## config.mk

```make
export PLATFORM = sky130hd
export DESIGN_NAME = acjtag_out_driver
export DESIGN_NICKNAME = d
export VERILOG_FILES = /design/src/rtl/acjtag_pkg.sv /design/src/rtl/acjtag_ctrl.sv /design/src/rtl/acjtag_dpath.sv /design/src/rtl/acjtag_out_driver.sv
export SDC_FILE = /design/constraint.sdc
export NUM_CORES = 1
export LEC_CHECK = 0
export CAP_MARGIN = 15
export CORE_MARGIN = 3
export CORE_UTILIZATION = 33
export DETAILED_ROUTE_END_ITERATION = 7
export GPL_ROUTABILITY_DRIVEN = 0
export PLACE_DENSITY = 0.77
export SYNTH_ARGS = -nofsm -noshare
export SYNTH_HDL_FRONTEND = slang
export SYNTH_SLANG_ARGS = --single-unit
```

## constraint.sdc

```tcl
create_clock -name tck -period 2.4 [get_ports tck]
set_input_delay 0.72 -clock tck [delete_from_list [all_inputs] [get_ports tck]]
set_output_delay 0.72 -clock tck [all_outputs]
set_load 0.05 [all_outputs]
```

## src/rtl/acjtag_pkg.sv

```systemverilog
package acjtag_pkg;

  typedef enum logic [1:0] {
    MODE_FUNC   = 2'd0,
    MODE_EXTEST = 2'd1,
    MODE_PULSE  = 2'd2,
    MODE_TRAIN  = 2'd3
  } bsMode_e;

  // Per-port strobes from control to datapath
  typedef struct packed {
    logic drive;   // boundary stimulus selected instead of functional data
    logic invert;  // lane polarity flipped
  } laneCtl_t;

endpackage

```

## src/rtl/acjtag_ctrl.sv

```systemverilog
module acjtag_ctrl
  import acjtag_pkg::*;
#(
  parameter int NUM_PORTS = 2
) (
  input  logic                     tck,
  input  logic                     trstN,
  input  logic [1:0]               instrSel,
  input  logic                     rtiState,
  input  logic                     bsShift,
  input  logic                     bsCapture,
  input  logic                     bsUpdate,
  input  logic                     scanIn,
  output logic                     scanOut,
  output laneCtl_t [NUM_PORTS-1:0] portCtl,
  output logic                     seDrive
);

  bsMode_e mode;
  assign mode = bsMode_e'(instrSel);

  logic [NUM_PORTS-1:0] selChain;
  logic [NUM_PORTS-1:0] chainNext;
  logic [NUM_PORTS-1:0] acSel;
  logic [NUM_PORTS-1:0] trainPhase;
  logic                 bsActive;
  logic                 armed;

  assign bsActive = (mode != MODE_FUNC);
  assign seDrive  = bsActive;

  // Serial path through the select cells: cell 0 takes scanIn
  always_comb begin
    for (int i = 0; i < NUM_PORTS; i++) begin
      chainNext[i] = (i == 0) ? scanIn : selChain[(i == 0) ? 0 : i-1];
    end
  end

  always_ff @(posedge tck or negedge trstN) begin
    if (!trstN) begin
      selChain <= '0;
    end else if (bsCapture) begin
      selChain <= acSel;
    end else if (bsShift) begin
      selChain <= chainNext;
    end
  end

  assign scanOut = selChain[NUM_PORTS-1];

  // Update stage on the falling edge, as for the other boundary cells
  always_ff @(negedge tck or negedge trstN) begin
    if (!trstN) begin
      acSel <= '0;
    end else if (bsUpdate) begin
      acSel <= selChain;
    end
  end

  // Qualifies history-based checks once a full edge has passed since reset
  always_ff @(negedge tck or negedge trstN) begin
    if (!trstN) armed <= 1'b0;
    else        armed <= 1'b1;
  end

  for (genvar p = 0; p < NUM_PORTS; p++) begin : g_port
    logic trainOn;
    logic pulseOn;

    assign trainOn = (mode == MODE_TRAIN) && acSel[p];
    assign pulseOn = (mode == MODE_PULSE) && acSel[p];

    // Phase alternates on each falling edge in Run-Test/Idle and rests at 0
    always_ff @(negedge tck or negedge trstN) begin
      if (!trstN) begin
        trainPhase[p] <= 1'b0;
      end else if (trainOn && rtiState) begin
        trainPhase[p] <= ~trainPhase[p];
      end else begin
        trainPhase[p] <= 1'b0;
      end
    end

    assign portCtl[p].drive  = bsActive;
    assign portCtl[p].invert = rtiState && (pulseOn || (trainOn && trainPhase[p]));

    AST_DC_PLAIN: assert property (@(negedge tck) disable iff (!trstN)
      !acSel[p] |-> !portCtl[p].invert);

    AST_FUNC_NO_DRIVE: assert property (@(negedge tck) disable iff (!trstN)
      (mode == MODE_FUNC) |-> (!portCtl[p].drive && !portCtl[p].invert));

    AST_TRAIN_START_NORMAL: assert property (@(negedge tck) disable iff (!trstN)
      (armed && trainOn && $rose(rtiState)) |-> !trainPhase[p]);

    AST_TRAIN_ALTERNATE: assert property (@(negedge tck) disable iff (!trstN)
      (armed && trainOn && rtiState && $past(trainOn && rtiState))
        |-> (trainPhase[p] != $past(trainPhase[p])));

    AST_TRAIN_EXIT_NORMAL: assert property (@(negedge tck) disable iff (!trstN)
      (mode == MODE_TRAIN && !rtiState) |-> !portCtl[p].invert);
  end

  AST_RESET_CLEAR: assert property (@(posedge tck)
    !trstN |-> (acSel == '0 && selChain == '0 && trainPhase == '0));

endmodule

```

## src/rtl/acjtag_dpath.sv

```systemverilog
module acjtag_dpath
  import acjtag_pkg::*;
#(
  parameter int NUM_PORTS      = 2,
  parameter int LANES_PER_PORT = 2,
  parameter int NUM_SE         = 2,
  localparam int NUM_LANES     = NUM_PORTS * LANES_PER_PORT
) (
  input  logic                     tck,
  input  logic                     trstN,
  input  laneCtl_t [NUM_PORTS-1:0] portCtl,
  input  logic                     seDrive,
  input  logic [NUM_LANES-1:0]     laneStim,
  input  logic [NUM_LANES-1:0]     laneFunc,
  input  logic [NUM_SE-1:0]        seStim,
  input  logic [NUM_SE-1:0]        seFunc,
  output logic [NUM_LANES-1:0]     laneP,
  output logic [NUM_LANES-1:0]     laneN,
  output logic [NUM_SE-1:0]        seOut
);

  for (genvar i = 0; i < NUM_LANES; i++) begin : g_lane
    localparam int PORT = i / LANES_PER_PORT;
    logic baseLvl;
    logic trueLvl;

    assign baseLvl  = portCtl[PORT].drive ? laneStim[i] : laneFunc[i];
    assign trueLvl  = baseLvl ^ portCtl[PORT].invert;
    assign laneP[i] = trueLvl;
    assign laneN[i] = ~trueLvl;

    AST_LANE_STATIC: assert property (@(negedge tck) disable iff (!trstN)
      (portCtl[PORT].drive && !portCtl[PORT].invert) |-> (laneP[i] == laneStim[i]));

    AST_LANE_SWAP: assert property (@(negedge tck) disable iff (!trstN)
      portCtl[PORT].invert |-> (laneP[i] != laneStim[i] && laneN[i] == laneStim[i]));
  end

  for (genvar s = 0; s < NUM_SE; s++) begin : g_se
    assign seOut[s] = seDrive ? seStim[s] : seFunc[s];

    AST_SE_NO_INVERT: assert property (@(negedge tck) disable iff (!trstN)
      seDrive |-> (seOut[s] == seStim[s]));
  end

endmodule

```

## src/rtl/acjtag_out_driver.sv

```systemverilog
module acjtag_out_driver
  import acjtag_pkg::*;
#(
  parameter int NUM_PORTS      = 2,
  parameter int LANES_PER_PORT = 2,
  parameter int NUM_SE         = 2,
  localparam int NUM_LANES     = NUM_PORTS * LANES_PER_PORT
) (
  input  logic                 tck,
  input  logic                 trstN,
  input  logic [1:0]           instrSel,
  input  logic                 rtiState,
  input  logic                 bsShift,
  input  logic                 bsCapture,
  input  logic                 bsUpdate,
  input  logic                 scanIn,
  output logic                 scanOut,
  input  logic [NUM_LANES-1:0] laneStim,
  input  logic [NUM_LANES-1:0] laneFunc,
  input  logic [NUM_SE-1:0]    seStim,
  input  logic [NUM_SE-1:0]    seFunc,
  output logic [NUM_LANES-1:0] laneP,
  output logic [NUM_LANES-1:0] laneN,
  output logic [NUM_SE-1:0]    seOut
);

  laneCtl_t [NUM_PORTS-1:0] portCtl;
  logic                     seDrive;

  acjtag_ctrl #(
    .NUM_PORTS(NUM_PORTS)
  ) ctrl_i (
    .tck      (tck),
    .trstN    (trstN),
    .instrSel (instrSel),
    .rtiState (rtiState),
    .bsShift  (bsShift),
    .bsCapture(bsCapture),
    .bsUpdate (bsUpdate),
    .scanIn   (scanIn),
    .scanOut  (scanOut),
    .portCtl  (portCtl),
    .seDrive  (seDrive)
  );

  acjtag_dpath #(
    .NUM_PORTS     (NUM_PORTS),
    .LANES_PER_PORT(LANES_PER_PORT),
    .NUM_SE        (NUM_SE)
  ) dpath_i (
    .tck     (tck),
    .trstN   (trstN),
    .portCtl (portCtl),
    .seDrive (seDrive),
    .laneStim(laneStim),
    .laneFunc(laneFunc),
    .seStim  (seStim),
    .seFunc  (seFunc),
    .laneP   (laneP),
    .laneN   (laneN),
    .seOut   (seOut)
  );

  AST_PAIR_OPPOSITE: assert property (@(negedge tck) disable iff (!trstN)
    (laneP ^ laneN) == '1);

endmodule

```

==> flow_metrics.py, run 1 <==
metrics = {
    "logic_synthesis": {
        "yosys_warnings": 0,
        "synth_top_area_share_pct": 22.3,
        "syn_area_per_cell_um2": 11.0,
        "yosys-top-cells-area": "dfrtn_1 22%, mux2i_2 12%, dfrtp_1 11%, mux2_2 10%, xnor2_1 7.8%",
        "yosysSeqAreaShare_pct": 33.4,
        "synth_edf_count": 0,
        "ys_ff_latch": 6,
        "synth_cell_types": 15,
        "async_flop_share_pct": 100,
        "synth.largest_area_cell": "dfrtn_1",
        "synth_nets": 62,
        "syn_area_um2": 449,
        "synthFlopType": "dfrtn_1",
        "syn_inst": 41,
    },
    "die": {
        "die_w_um": 42.9,
        "ioPinCount": 32,
        "rows": 12,
        "dieHeight_um": 42.9,
        "start_util_pct": 37.9,
    },
    "status": {
        "toolErrorMsg": "[ERROR DPL-0038] Utilization greater than 100%, impossible to legalize",
        "status": "aborted with a tool error",
        "lastStage": "5_1_grt",
    },
    "cts": {
        "cts_root_buf": "clkbuf_4",
        "clock-sinks": 6,
        "clk_path_buf_depth": 2,
        "cts_made_buffers": 3,
        "hold_buffers": 0,
        "htreeDepth": 1,
    },
    "sta": {
        "worst_endpoint": "laneP[1]",
        "worst_endpoint_kind": "output port",
    },
    "placement": {
        "portBuffers": 31,
        "placed_area_mm2": 0.00105,
        "dp_hpwl_um": 1220,
        "place_ws_ns": -0.688,
        "dp_cells": 96,
    },
    "grt": {
        "grt_max_degree": 7,
    },
}
## metrics by stage
stage	TNS [ns]	util (%)
after floorplan	-5.40	-
after detailed placement	-8.42	88.7
after global placement	-8.04	88.7
after CTS	-7.52	95.6
## cells by family after synthesis
logic type                count (synthesis)  synth area share, %
DFF                                       6                 33.4
xor gates and xnor gates                  8                 15.6
AOI/OAI and AO/OA                         4                 6.13
muxes                                    10                 26.7
buffers and inverters                     6                 8.36
and+or+nand+nor                           7                 9.75
## repair_timing
action / in CTS
setup buffers: 4
gates resized for setup: 23
pin swaps: 5
endpoints found under the setup margin: 14
cloned: 0
==> inputs of run 2 (changes only) <==
--- a/config.mk
+++ b/config.mk
@@ -6,11 +6,11 @@
 export NUM_CORES = 1
 export LEC_CHECK = 0
 export CAP_MARGIN = 15
-export CORE_MARGIN = 3
-export CORE_UTILIZATION = 33
+export CORE_AREA = 3 3 64 66
 export DETAILED_ROUTE_END_ITERATION = 7
+export DIE_AREA = 0 0 67 69
 export GPL_ROUTABILITY_DRIVEN = 0
-export PLACE_DENSITY = 0.77
+export PLACE_DENSITY_LB_ADDON = 0.15
 export SYNTH_ARGS = -nofsm -noshare
 export SYNTH_HDL_FRONTEND = slang
 export SYNTH_SLANG_ARGS = --single-unit
==> flow_metrics.py, run 2 <==
metrics = {
    "logic_synthesis": {
        "synth_cell_types": 15,
        "syn_inst": 41,
        "syn_area_per_cell_um2": 11.0,
        "synth.largest_area_cell": "dfrtn_1",
        "synthFlopType": "dfrtn_1",
        "syn_area_um2": 449,
        "yosys-top-cells-area": "dfrtn_1 22%, mux2i_2 12%, dfrtp_1 11%, mux2_2 10%, xnor2_1 7.8%",
        "yosysSeqAreaShare_pct": 33.4,
        "ys_ff_latch": 6,
        "synth_top_area_share_pct": 22.3,
        "yosys_warnings": 0,
        "synth_edf_count": 0,
        "async_flop_share_pct": 100,
        "synth_nets": 62,
    },
    "route": {
        "wire_per_inst_um": 10.1,
        "postRouteAntennaNets": 0,
        "drt_first_pass_iters": 4,
        "finalWirelength_um": 1340,
        "drt-initial-drc-count": 8,
        "viasPerCell": 3.41,
        "drc": 0,
        "vias": 453,
    },
    "cts": {
        "worstSkewPairLatency_ns": 0.24,
        "htreeDepth": 1,
        "cts_made_buffers": 3,
        "path_clk_slew_ns": 0.03,
        "hold_buffers": 0,
        "cts_tree": "done",
        "cts_root_buf": "clkbuf_8",
        "clk_path_buf_depth": 2,
        "clock-sinks": 6,
    },
    "sta": {
        "finalSetupViolCount": 12,
        "slew_viol_final": 0,
        "worstMarginPinSlew_ns": 0.497,
        "worst_slack_ns": -0.911,
        "final-hold-violation-count": 0,
        "rsz0062_at_grt": "true",
        "finClkSkew_ns": 0.0195,
        "fin_setup_tns_ns": -7.46,
        "slew_headroom_pct": 66.7,
        "whs_ns": 0.469,
    },
    "critical_path": {
        "worstSetupPathType": "flip-flop to primary output",
        "crit_family": "flip-flops",
        "critical_path_peak_fanout": 4,
        "path_buf_inv": 2,
        "path_cells": "nand3_2 > a21oi_4 > buf_12 > xnor2_2 > clkbuf_16",
        "start_kind": "flip-flop",
        "worstPathRequired_ns": 1.68,
        "crit_arrival_ns": 2.59,
        "crit_path_end_kind": "primary output",
        "max_stage_delay_ns": 0.42,
        "cp_slowest_cell": "dfrtn_1",
    },
    "power_and_ir_drop": {
        "p_switching_mw": 0.211,
        "p_int_mw": 0.409,
        "p_per_area_mw_per_mm2": 515,
        "seqPwrFrac_pct": 21.0,
        "switching_share_pct": 34.0,
        "p_leak_nw": 0.487,
        "comb_power_share_pct": 53.1,
        "p_clk_share_pct": 26.0,
        "peakVddDrop_mv": 0.293,
        "total_power_mw": 0.620,
    },
    "cells_and_area": {
        "drive_above_1_share_pct": 57.6,
        "fillerInstances": 389,
        "n_antenna_cell": 0,
        "largest_registers": "ctrl_i.acSel x2, ctrl_i.selChain x2, ctrl_i.trainPhase x2",
        "finalNetCount": 107,
        "final_cells": 133,
        "syn2layout_area_growth_pct": 168,
        "layout_commonest_cell": "clkdlybuf4s50_1",
        "final_cell_mix": "18 x clkdlybuf4s50_1, 9 x buf_4, 7 x buf_12",
    },
    "placement": {
        "dp_cells": 128,
        "portBuffers": 31,
    },
    "die": {
        "start_util_pct": 12.4,
        "die_w_um": 67,
        "rows": 22,
        "fp.coreArea_mm2": 0.00363,
        "dieHeight_um": 69,
        "ioPinCount": 32,
        "die_area_mm2": 0.00462,
    },
    "grt": {
        "top_usage_layer": "met2",
        "antenna_found_initial": 0,
        "use_met3_pct": 2.93,
        "grt_max_degree": 6,
        "grt_usage_pct": 6.19,
        "grtUsageMet1_pct": 6.51,
        "grt_overflow": 0,
        "grt_pass1_wl_um": 2190,
        "met2_usage_pct": 10.3,
        "grt_pass1_vias": 529,
    },
    "status": {
        "violations": "setup timing",
        "status": "finished, violations left",
    },
    "flow_run": {
        "cap_violations": 0,
    },
    "worst_hold_path": {
        "hp-class": "flip-flop to flip-flop",
    },
}
run 2: cell counts after synthesis:
No cell type changed its count.
run 2: routing by layer:
| metal | vias to the layer above | part of all wire, % |
|---|---|---|
| met5 | - | 0 |
| met4 | 0 | 0.60 |
| met3 | 2 | 13 |
| met2 | 29 | 48 |
| met1 | 198 | 39 |
| li1 | 224 | - |
run 2: logic make-up after synthesis:
kind of cell	Yosys count	share of synthesized area [%]
multiplexers	10	26.7
buffers and inverters	6	8.36
XOR/XNOR	8	15.6
flip-flops	6	33.4
AO/OA/AOI/OAI	4	6.13
AND/OR/NAND/NOR	7	9.75
run 2: cell type report:
type	count	area, µm²	area share [%]
Timing Repair Buffer	44	551	45.7
Sequential cell	6	150	12.5
Multi-Input combinational cell	29	392	32.5
Clock buffer	4	45.0	3.74
Tap cell	48	60.1	4.98
Inverter	2	7.51	0.623
run 2: repair_timing:
item                       CTS  global route
setup endpoints to repair   14            13
setup buffers                1             1
pin swaps                    3             2
gates resized for setup     23            12
run 2: worst paths after layout:
kind | slack (ns) | depth (start not counted) | endpoint | startpoint
setup / recovery | -0.91 | 5 | laneP[0] | ctrl_i.acSel[0]$_DFFE_NN0P_
hold / removal | 0.47 | 1 | ctrl_i.trainPhase[0]$_DFF_NN0_ | ctrl_i.trainPhase[0]$_DFF_NN0_
setup reg to reg | 0.40 | 1 | ctrl_i.acSel[0]$_DFFE_NN0P_ | ctrl_i.selChain[0]$_DFFE_PN0P_
hold reg to reg | 0.47 | 1 | ctrl_i.trainPhase[0]$_DFF_NN0_ | ctrl_i.trainPhase[0]$_DFF_NN0_
max in group asynchronous | 0.39 | 1 | ctrl_i.acSel[1]$_DFFE_NN0P_ | trstN
min in group asynchronous | 0.94 | 2 | ctrl_i.selChain[1]$_DFFE_PN0P_ | trstN
run 2: power by group through the flow:
stage | Sequential (mW) | Clock [mW] | Combinational (mW)
finish | 0.130 | 0.161 | 0.329
global route | 0.132 | 0.176 | 0.347
CTS | 0.130 | 0.169 | 0.325
detailed placement | 0.131 | 0 | 0.315
global placement | 0.130 | 0 | 0.314
floorplan | 0.143 | 0 | 0.147
run 2: through the flow:
| stage | worst slack (ns) | area, µm² | utilization (%) |
|---|---|---|---|
| finish | -0.911 | 1200 | 33.2 |
| global route | -0.997 | 1200 | 33.2 |
| global placement | -0.658 | 1080 | 29.7 |
| CTS | -0.929 | 1170 | 32.2 |
| floorplan | -0.678 | 549 | - |
| detailed placement | -0.665 | 1080 | 29.7 |
(Power assumes the default switching activity.)
==> inputs of run 3 (changes only) <==
--- a/config.mk
+++ b/config.mk
@@ -5,12 +5,15 @@
 export SDC_FILE = /design/constraint.sdc
 export NUM_CORES = 1
 export LEC_CHECK = 0
+export ABC_AREA = 1
 export CAP_MARGIN = 15
 export CORE_AREA = 3 3 64 66
 export DETAILED_ROUTE_END_ITERATION = 7
 export DIE_AREA = 0 0 67 69
 export GPL_ROUTABILITY_DRIVEN = 0
 export PLACE_DENSITY_LB_ADDON = 0.15
+export SLEW_MARGIN = 20
 export SYNTH_ARGS = -nofsm -noshare
 export SYNTH_HDL_FRONTEND = slang
+export SYNTH_HIERARCHICAL = 1
 export SYNTH_SLANG_ARGS = --single-unit
==> flow_metrics.py, run 3 <==
metrics = {
    "status": {
        "status": "finished, violations left",
        "violations": "setup timing",
    },
    "cts": {
        "cts_tree": "done",
        "worstSkewPairLatency_ns": 0.24,
        "cts_made_buffers": 3,
        "clk_path_buf_depth": 2,
        "hold_buffers": 0,
        "cts_root_buf": "clkbuf_8",
        "htreeDepth": 1,
        "path_clk_slew_ns": 0.03,
        "clock-sinks": 6,
    },
    "cells_and_area": {
        "syn2layout_area_growth_pct": 122,
        "largest_registers": "ctrl_i/acSel x2, ctrl_i/selChain x2, ctrl_i/trainPhase x2",
        "multi_input_area_um2": 462,
        "final_cells": 187,
        "seqCellArea_um2": 150,
        "finalNetCount": 161,
        "drive_above_1_share_pct": 41.7,
        "layout_commonest_cell": "nand2_1",
        "n_antenna_cell": 0,
        "final_cell_mix": "30 x nand2_1, 17 x clkdlybuf4s50_1, 13 x inv_1",
        "fillerInstances": 396,
    },
    "logic_synthesis": {
        "syn_inst": 101,
        "yosysSeqAreaShare_pct": 26.6,
        "async_flop_share_pct": 100,
        "synth_cell_types": 12,
        "synthFlopType": "dfrtn_1",
        "ys_ff_latch": 6,
        "synth_edf_count": 0,
        "yosys-top-cells-count": "40 x nand2_1, 18 x nand3_1, 15 x inv_1",
        "yosys-top-cells-area": "nand2_1 27%, dfrtn_1 18%, nand3_1 16%, inv_1 10%, dfrtp_1 8.9%",
        "syn_area_per_cell_um2": 5.59,
        "synth.most_common_cell": "nand2_1",
        "yosys_warnings": 6,
        "synth_top_area_share_pct": 26.6,
        "synth_nets": 122,
        "syn_area_um2": 564,
        "synth.largest_area_cell": "nand2_1",
    },
    "sta": {
        "worstMarginPinSlew_ns": 0.501,
        "fin_setup_tns_ns": -6.42,
        "slew_viol_final": 0,
        "rsz0062_at_grt": "true",
        "worst_slack_ns": -0.820,
        "finalSetupViolCount": 8,
        "whs_ns": 0.435,
        "final-hold-violation-count": 0,
        "finClkSkew_ns": 0.0225,
        "slew_headroom_pct": 66.5,
    },
    "critical_path": {
        "worstSetupPathType": "flip-flop to primary output",
        "critPathMostFrequentCell": "nand3_2",
        "critical_path_peak_fanout": 5,
        "crit_path_end_kind": "primary output",
        "path_cells": "nand3_2 > nor2_4 > inv_4 > nand3_2 > nand2_2 > buf_12",
        "start_kind": "flip-flop",
        "worstPathRequired_ns": 1.68,
        "cp_slowest_cell": "dfrtn_1",
        "crit_arrival_ns": 2.50,
        "max_stage_delay_ns": 0.41,
    },
    "route": {
        "drt-initial-drc-count": 12,
        "wire_per_inst_um": 9.11,
        "drt_first_pass_iters": 4,
        "viasPerCell": 3.90,
        "postRouteAntennaNets": 0,
        "finalWirelength_um": 1700,
        "vias": 729,
        "drc": 0,
    },
    "die": {
        "die_area_mm2": 0.00462,
        "dieHeight_um": 69,
        "ioPinCount": 32,
        "rows": 22,
        "start_util_pct": 15.5,
        "fp.coreArea_mm2": 0.00363,
        "die_w_um": 67,
    },
    "grt": {
        "grt_pass1_vias": 728,
        "grt_usage_pct": 7.63,
        "grt_overflow": 0,
        "grt_pass1_wl_um": 2910,
        "grt_max_degree": 7,
        "antenna_found_initial": 0,
    },
    "placement": {
        "dp_hpwl_um": 1340,
        "portBuffers": 31,
        "dp_cells": 179,
    },
    "worst_hold_path": {
        "hp-class": "flip-flop to flip-flop",
    },
    "power_and_ir_drop": {
        "total_power_mw": 0.572,
        "p_leak_nw": 0.622,
        "peakVddDrop_mv": 0.433,
        "p_per_area_mw_per_mm2": 457,
    },
    "flow_run": {
        "cap_violations": 0,
    },
}
## run 3: cell count changes after synthesis, moves of 4 or more
cell | before | now
inv_2 | 0 | 4
xnor2_1 | 4 | 0
inv_1 | 2 | 15
nand3_1 | 2 | 18
mux2i_2 | 4 | 0
nand2_1 | 2 | 40
nor2_1 | 0 | 4
mux2_2 | 4 | 0
xor2_1 | 4 | 0
## run 3: path summary, 6_finish.rpt
check                      cells after the start  slack (ns)                              to                      startpoint
max                                            6       -0.82                        laneP[2]     ctrl_i/acSel[1]$_DFFE_NN0P_
min                                            1        0.43  ctrl_i/trainPhase[1]$_DFF_NN0_  ctrl_i/trainPhase[1]$_DFF_NN0_
max reg2reg                                    7        0.15  ctrl_i/selChain[1]$_DFFE_PN0P_     ctrl_i/acSel[1]$_DFFE_NN0P_
min reg2reg                                    1        0.43  ctrl_i/trainPhase[1]$_DFF_NN0_  ctrl_i/trainPhase[1]$_DFF_NN0_
max in group asynchronous                      1        0.39  ctrl_i/trainPhase[0]$_DFF_NN0_                           trstN
min in group asynchronous                      2        0.93  ctrl_i/selChain[0]$_DFFE_PN0P_                           trstN
## run 3: worst max-delay path: cells and delay by family (launching register included)
kind | cells | cell delay (ns)
buffers and inverters | 2 | 0.23
flip-flops | 1 | 0.41
AND/OR/NAND/NOR | 4 | 0.41
## run 3: through the flow
step                      utilization, %  worst slack (ns)  cell area, µm²
after detailed placement            30.5            -0.620            1110
after global routing                34.5            -0.908            1250
after floorplan                        -            -0.499             662
after CTS                           34.2            -0.827            1240
final                               34.5            -0.820            1250
after global placement              30.5            -0.611            1110
## run 3: logic make-up after synthesis
group / synth area share [%]
compound gates: 3.55
flops: 26.6
simple gates: 49.2
buf+inv: 20.6
## run 3: layout make-up
type / count / share of cell area [%]
clock buffers: 4 / 3.60
inverters: 19 / 5.89
multi-input cells: 71 / 36.9
flip-flops and latches: 6 / 12.0
well taps: 48 / 4.80
repair buffers: 39 / 36.9
## run 3: timing repair
action	in CTS	in global routing
setup endpoints to repair	14	10
resized for setup	23	4
setup buffers	2	1
gates cloned	1	0
pin swaps	7	2
hold endpoints to repair	0	0
## run 3: routing by layer
layer / wire length [µm] / vias up / global-route usage [%]
met5: 0 / - / 0
met1: 711 / 325 / 8.90
met3: 126 / 0 / 2.77
li1: - / 385 / -
met4: 0 / 0 / 0
met2: 865 / 19 / 13.9
## run 3: report_power, final
part           switching, mW  internal [mW]  total (mW)
sequential           0.00732          0.113       0.120
clock                 0.0436          0.114       0.158
combinational          0.152          0.142       0.294
total                  0.203          0.370       0.572
